<file path="config.mk">
export PLATFORM = sky130hd
export DESIGN_NAME = err_tier_report
export DESIGN_NICKNAME = d
export VERILOG_FILES = /design/src/rtl/err_tier_pkg.sv /design/src/rtl/err_sat_ctr.sv /design/src/rtl/err_msg_arb.sv /design/src/rtl/err_tier_report.sv
export SDC_FILE = /design/constraint.sdc
export NUM_CORES = 1
export LEC_CHECK = 0
export ABC_AREA = 0
export CELL_PAD_IN_SITES_DETAIL_PLACEMENT = 0
export CELL_PAD_IN_SITES_GLOBAL_PLACEMENT = 2
export CORE_UTILIZATION = 38
export CTS_CLUSTER_DIAMETER = 150
export DETAILED_ROUTE_END_ITERATION = 12
export HOLD_SLACK_MARGIN = 0.06
export PLACE_DENSITY = 0.83
export SYNTH_ARGS = -nofsm -noshare
export SYNTH_HDL_FRONTEND = slang
export SYNTH_HIERARCHICAL = 1
export SYNTH_SLANG_ARGS = --single-unit
</file>
<file path="constraint.sdc">
create_clock -name clk -period 1.63 [get_ports clk]
set_input_delay 0.163 -clock clk [delete_from_list [all_inputs] [get_ports clk]]
set_output_delay 0.163 -clock clk [all_outputs]
set_load 0.1 [all_outputs]
</file>
<file path="src/rtl/err_tier_pkg.sv">
package err_tier_pkg;
  localparam int NUM_EV = 11;
  localparam int NUM_TIER = 3;

  localparam logic [NUM_EV-1:0] MASK_COR = 11'b000_0001_1111;
  localparam logic [NUM_EV-1:0] MASK_NF  = 11'b000_1110_0000;
  localparam logic [NUM_EV-1:0] MASK_FAT = 11'b111_0000_0000;

  localparam logic [1:0] SEV_COR = 2'b00;
  localparam logic [1:0] SEV_NF  = 2'b01;
  localparam logic [1:0] SEV_FAT = 2'b11;
endpackage

</file>
<file path="src/rtl/err_sat_ctr.sv">
module err_sat_ctr #(
  parameter int W = 8
) (
  input  logic         clk,
  input  logic         rst,
  input  logic         inc,
  output logic [W-1:0] cnt
);
  localparam logic [W-1:0] TOP = '1;

  always_ff @(posedge clk) begin
    if (rst)
      cnt <= '0;
    else if (inc && cnt != TOP)
      cnt <= cnt + 1'b1;
  end

  // a full counter stays full
  a_r5_saturate: assert property (@(posedge clk) disable iff (rst)
    (cnt == TOP) |=> (cnt == TOP));

  // a counter only moves by one step
  a_r4_single_step: assert property (@(posedge clk) disable iff (rst)
    (!inc) |=> $stable(cnt));
endmodule

</file>
<file path="src/rtl/err_msg_arb.sv">
module err_msg_arb
  import err_tier_pkg::*;
(
  input  logic                clk,
  input  logic                rst,
  input  logic [NUM_TIER-1:0] req,
  input  logic                msg_ready,
  output logic                msg_valid,
  output logic [1:0]          msg_sev
);
  logic [NUM_TIER-1:0] pend;
  logic [NUM_TIER-1:0] pick;
  logic                load;

  always_comb begin
    load = !msg_valid || msg_ready;
    if (pend[2])      pick = 3'b100;
    else if (pend[1]) pick = 3'b010;
    else if (pend[0]) pick = 3'b001;
    else              pick = 3'b000;
  end

  always_ff @(posedge clk) begin
    if (rst) begin
      pend      <= '0;
      msg_valid <= 1'b0;
      msg_sev   <= SEV_COR;
    end else begin
      pend <= (pend & ~(load ? pick : 3'b000)) | req;
      if (load) begin
        msg_valid <= |pend;
        msg_sev   <= pend[2] ? SEV_FAT : (pend[1] ? SEV_NF : SEV_COR);
      end
    end
  end

  // an offered notification is held until taken
  a_r10_hold: assert property (@(posedge clk) disable iff (rst)
    (msg_valid && !msg_ready) |=> (msg_valid && $stable(msg_sev)));

  // only the three defined codes appear
  a_r7_code: assert property (@(posedge clk) disable iff (rst)
    msg_valid |-> (msg_sev != 2'b10));
endmodule

</file>
<file path="src/rtl/err_tier_report.sv">
module err_tier_report
  import err_tier_pkg::*;
#(
  parameter int CNT_W = 8,
  parameter int SEL_W = 4
) (
  input  logic                clk,
  input  logic                rst,
  input  logic [NUM_EV-1:0]   ev_strobe,
  input  logic [NUM_TIER-1:0] rpt_en,
  input  logic [NUM_TIER-1:0] status_clr,
  output logic [NUM_TIER-1:0] err_status,
  input  logic [SEL_W-1:0]    cnt_sel,
  output logic [CNT_W-1:0]    cnt_val,
  output logic                msg_valid,
  input  logic                msg_ready,
  output logic [1:0]          msg_sev,
  output logic                link_rst_req
);
  logic [NUM_TIER-1:0] hit;
  logic [CNT_W-1:0]    cnt_arr [NUM_EV];

  always_comb begin
    hit[0] = |(ev_strobe & MASK_COR);
    hit[1] = |(ev_strobe & MASK_NF);
    hit[2] = |(ev_strobe & MASK_FAT);
  end

  genvar gi;
  generate
    for (gi = 0; gi < NUM_EV; gi++) begin : g_ctr
      err_sat_ctr #(.W(CNT_W)) u_ctr (
        .clk (clk),
        .rst (rst),
        .inc (ev_strobe[gi]),
        .cnt (cnt_arr[gi])
      );
    end
  endgenerate

  always_ff @(posedge clk) begin
    if (rst) begin
      err_status   <= '0;
      cnt_val      <= '0;
      link_rst_req <= 1'b0;
    end else begin
      err_status   <= (err_status & ~status_clr) | hit;
      link_rst_req <= hit[2];
      if (int'(cnt_sel) < NUM_EV)
        cnt_val <= cnt_arr[cnt_sel];
      else
        cnt_val <= '0;
    end
  end

  err_msg_arb u_arb (
    .clk       (clk),
    .rst       (rst),
    .req       (hit & rpt_en),
    .msg_ready (msg_ready),
    .msg_valid (msg_valid),
    .msg_sev   (msg_sev)
  );

  // an event always leaves its tier bit set
  a_r2_status_set: assert property (@(posedge clk) disable iff (rst)
    (|(ev_strobe & MASK_NF)) |=> err_status[1]);

  // the link reset request follows a fatal event
  a_r11_rst_req: assert property (@(posedge clk) disable iff (rst)
    (|(ev_strobe & MASK_FAT)) |=> link_rst_req);

  // the request never appears without a fatal cause
  a_r11_no_spurious: assert property (@(posedge clk) disable iff (rst)
    (!(|(ev_strobe & MASK_FAT))) |=> !link_rst_req);
endmodule

</file>
==> reports/metrics.csv <==
metric,value,unit
"setup slack, reg-to-reg",170,ps
CP startpoint,g_ctr[1].u_ctr/cnt[0],
mean area per synthesized cell,9.14,um2
Routed WL,15600,um
Starting Density,39.6,%
CTS tree,built,
"commonest cells after routing, fill and taps aside","dfxtp_1 (106), a21oi_1 (69), nand2_1 (64), mux2i_1 (52), buf_4 (35)",
largest net degree at the start of global routing,43,
Synth Instances,668,
min cycle time layout,1460,ps
die area,16600,um2
Post-CTS Setup Repair Bufs,0,
R2R Path End,g_ctr[1].u_ctr/cnt[0],
Switching Fraction,25.2,%
Worst R2R Start,g_ctr[1].u_ctr/cnt[0],
worst hold path type,input pin to flop,
Vias,5336,
Leak Pwr,2.79,nW
WHS,241,ps
Starting DRT DRC Count,289,
Tightest Pin Transition,497,ps
# diodes,0,
status,"complete, no violations",
fmax,683,MHz
"Clk Latency, worst-skew pair",350,ps
DP Cell Count,933,
pwr dens,841,nW/um2
Int Power,4.62,mW
number of buffers created by CTS,9,
Critical Path RT,1870,ps
gr ovfl total,0,
Total GRT Usage,19.6,%
worst hold start,rst,
Die Wd,129,um
Final nets,768,
CTS root buffer,clkbuf_16,
Placement Setup Slack,-103,ps
post-route insts no fill,949,
antenna violations before repair,0,
PortBufs,38,
"CTS clk-pin slew, worst paths",70,ps
share of layout cells above drive strength 1,17.8,%
Final Cell Area,7340,um2
sequential share of power,44.8,%
register area share after synthesis,34.8,%
Worst Hold Endpoint,g_ctr[10].u_ctr/cnt[7],
first-pass GRT wire length,25600,um
Placed Instance Area,6990,um2
final antenna-violating net count,0,
syn_nets,703,
Setup Skew,7.08,ps
dpl hpwl,11800,um
Max-cap violations,0,
Die Height,129,um
Worst Hold Depth,3,
GPL Wtd Cong,0.858,
RSZ-0062 raised after global routing,false,
Ports,39,
vias per cell,5.62,
"Max FO, Critical Path",6,
final core occ,47.6,%
Slew Limit Headroom,66.8,%
CP startpoint kind,flop,
Clock power frac,41.6,%
FF-to-FF path depth,4,
crit path DAT,1710,ps
H-tree depth,3,
Max clock buf depth,2,
routed len/inst,16.4,um
CTS sink count,106,
Final WS setup,166,ps
"most common cell after layout, fill and taps aside",dfxtp_1,
CP endpoint kind,flop,
sw power,1.55,mW
Crit Path Class,flop to flop,
VDD IR max,0.588,mV
post-cts sizing count,0,
number of remaining DRC errors,0,
Ys Warns,6,
Area Growth Syn to Fin,20.3,%
Synth Register Bits,106,
Post-CTS Hold Fix Bufs,0,
Synth Cell Area,6100,um2
Synth cell types,37,
fin. max-slew vios,0,
drt first pass iters,5,
vias in the first global route,5092,
final hold vios,0,
Tcrit/Tclk final,89.8,%
Rows,45,
Core Area,15400,um2
final setup vio count,0,
Logic pwr share,13.5,%
-- state kept, by name (all words and copies together), names as in the netlist --
name	cells
cnt_val	8
err_status	3
g_ctr.u_ctr/cnt	88
link_rst_req	1
u_arb/msg_sev	2
u_arb/msg_valid	1
u_arb/pend	3
-- stage by stage --
stage | power, mW | setup TNS [ps]
after floorplan | 3.30 | 0
after global placement | 3.65 | 0
after detailed placement | 3.66 | -512
after CTS | 6.25 | 0
after global routing | 6.42 | 0
final | 6.18 | 0
-- synthesized netlist by cell type --
library cell	instances	area, um2
a21oi_1	69	345
o21ai_0	8	40.0
nand2b_1	15	93.8
o21ai_1	12	60.1
nand4_1	30	188
mux2i_1	52	521
and4_1	22	193
or3_2	11	82.6
nor3_1	24	120
a31oi_1	11	68.8
buf_6	15	169
nand2_1	64	240
inv_1	13	48.8
buf_2	3	15.0
nand3_1	31	155
and3_4	11	124
nor2b_1	7	43.8
or4_1	1	7.51
nor2_2	1	6.26
nor2b_4	1	13.8
nor2_1	25	93.8
buf_4	1	7.51
mux2_4	11	165
a211oi_1	22	165
a22oi_1	8	60.1
a21boi_0	11	82.6
a311oi_1	11	96.3
dfxtp_1	106	2120
and2b_2	11	96.3
buf_12	1	20.0
o31ai_2	1	12.5
o311a_1	11	110
a21boi_4	11	206
nor3_2	2	20.0
ha_1	11	138
o21bai_1	22	165
clkbuf_1	2	7.51
-- power groups by stage --
stage | clock [mW] | combinational [mW] | sequential, mW
final | 2.57 | 0.836 | 2.77
after global placement | 0 | 0.824 | 2.83
after detailed placement | 0 | 0.835 | 2.83
after floorplan | 0 | 0.350 | 2.95
after global routing | 2.74 | 0.899 | 2.78
after CTS | 2.65 | 0.837 | 2.77
-- cell families (layout without fill, tap and decap cells) --
| group | Yosys count | after routing | share of synthesized area [%] |
|---|---|---|---|
| simple gates | 256 | 256 | 24.2 |
| compound gates | 197 | 197 | 23.1 |
| flops | 106 | 106 | 34.8 |
| mux | 63 | 63 | 11.2 |
| buf+inv | 35 | 105 | 4.39 |
| fa+ha+maj | 11 | 11 | 2.25 |
-- metal layers --
metal  track usage (%)  up-vias  wire (um)
li1                  -     2692          -
met1              25.2     2510       7340
met2              32.4      119       7260
met3              5.03       15        752
met4              5.33        0        250
met5                 0        -          0
-- area by class of cell --
cell class | instances | area [um2]
Timing Repair Buffer | 76 | 843
Clock buffer | 11 | 253
Tap cell | 211 | 264
Clock inverter | 5 | 100
Sequential cell | 106 | 2120
Multi-Input combinational cell | 527 | 3710
Fill cell | 1506 | 8080
Inverter | 13 | 48.8
-- worst max-delay path, stage by stage (launching register included) --
cell      delay [ps]
dfxtp_1          370
ha_1             280
and3_4           220
a21boi_4         180
mux2_4           310
-- worst max-delay path by stage --
stage                       endpoint  slack, ps  cells after the start
2_1_floorplan       u_arb/msg_sev[1]         10                      3
4_1_cts        g_ctr[1].u_ctr/cnt[0]        160                      4
3_5_place_dp              cnt_val[3]       -100                      5
5_1_grt        g_ctr[1].u_ctr/cnt[0]         70                      4
6_report       g_ctr[1].u_ctr/cnt[0]        170                      4
3_3_place_gp           u_arb/pend[0]         20                      6
Note: power is estimated with default switching activity, not from simulation.
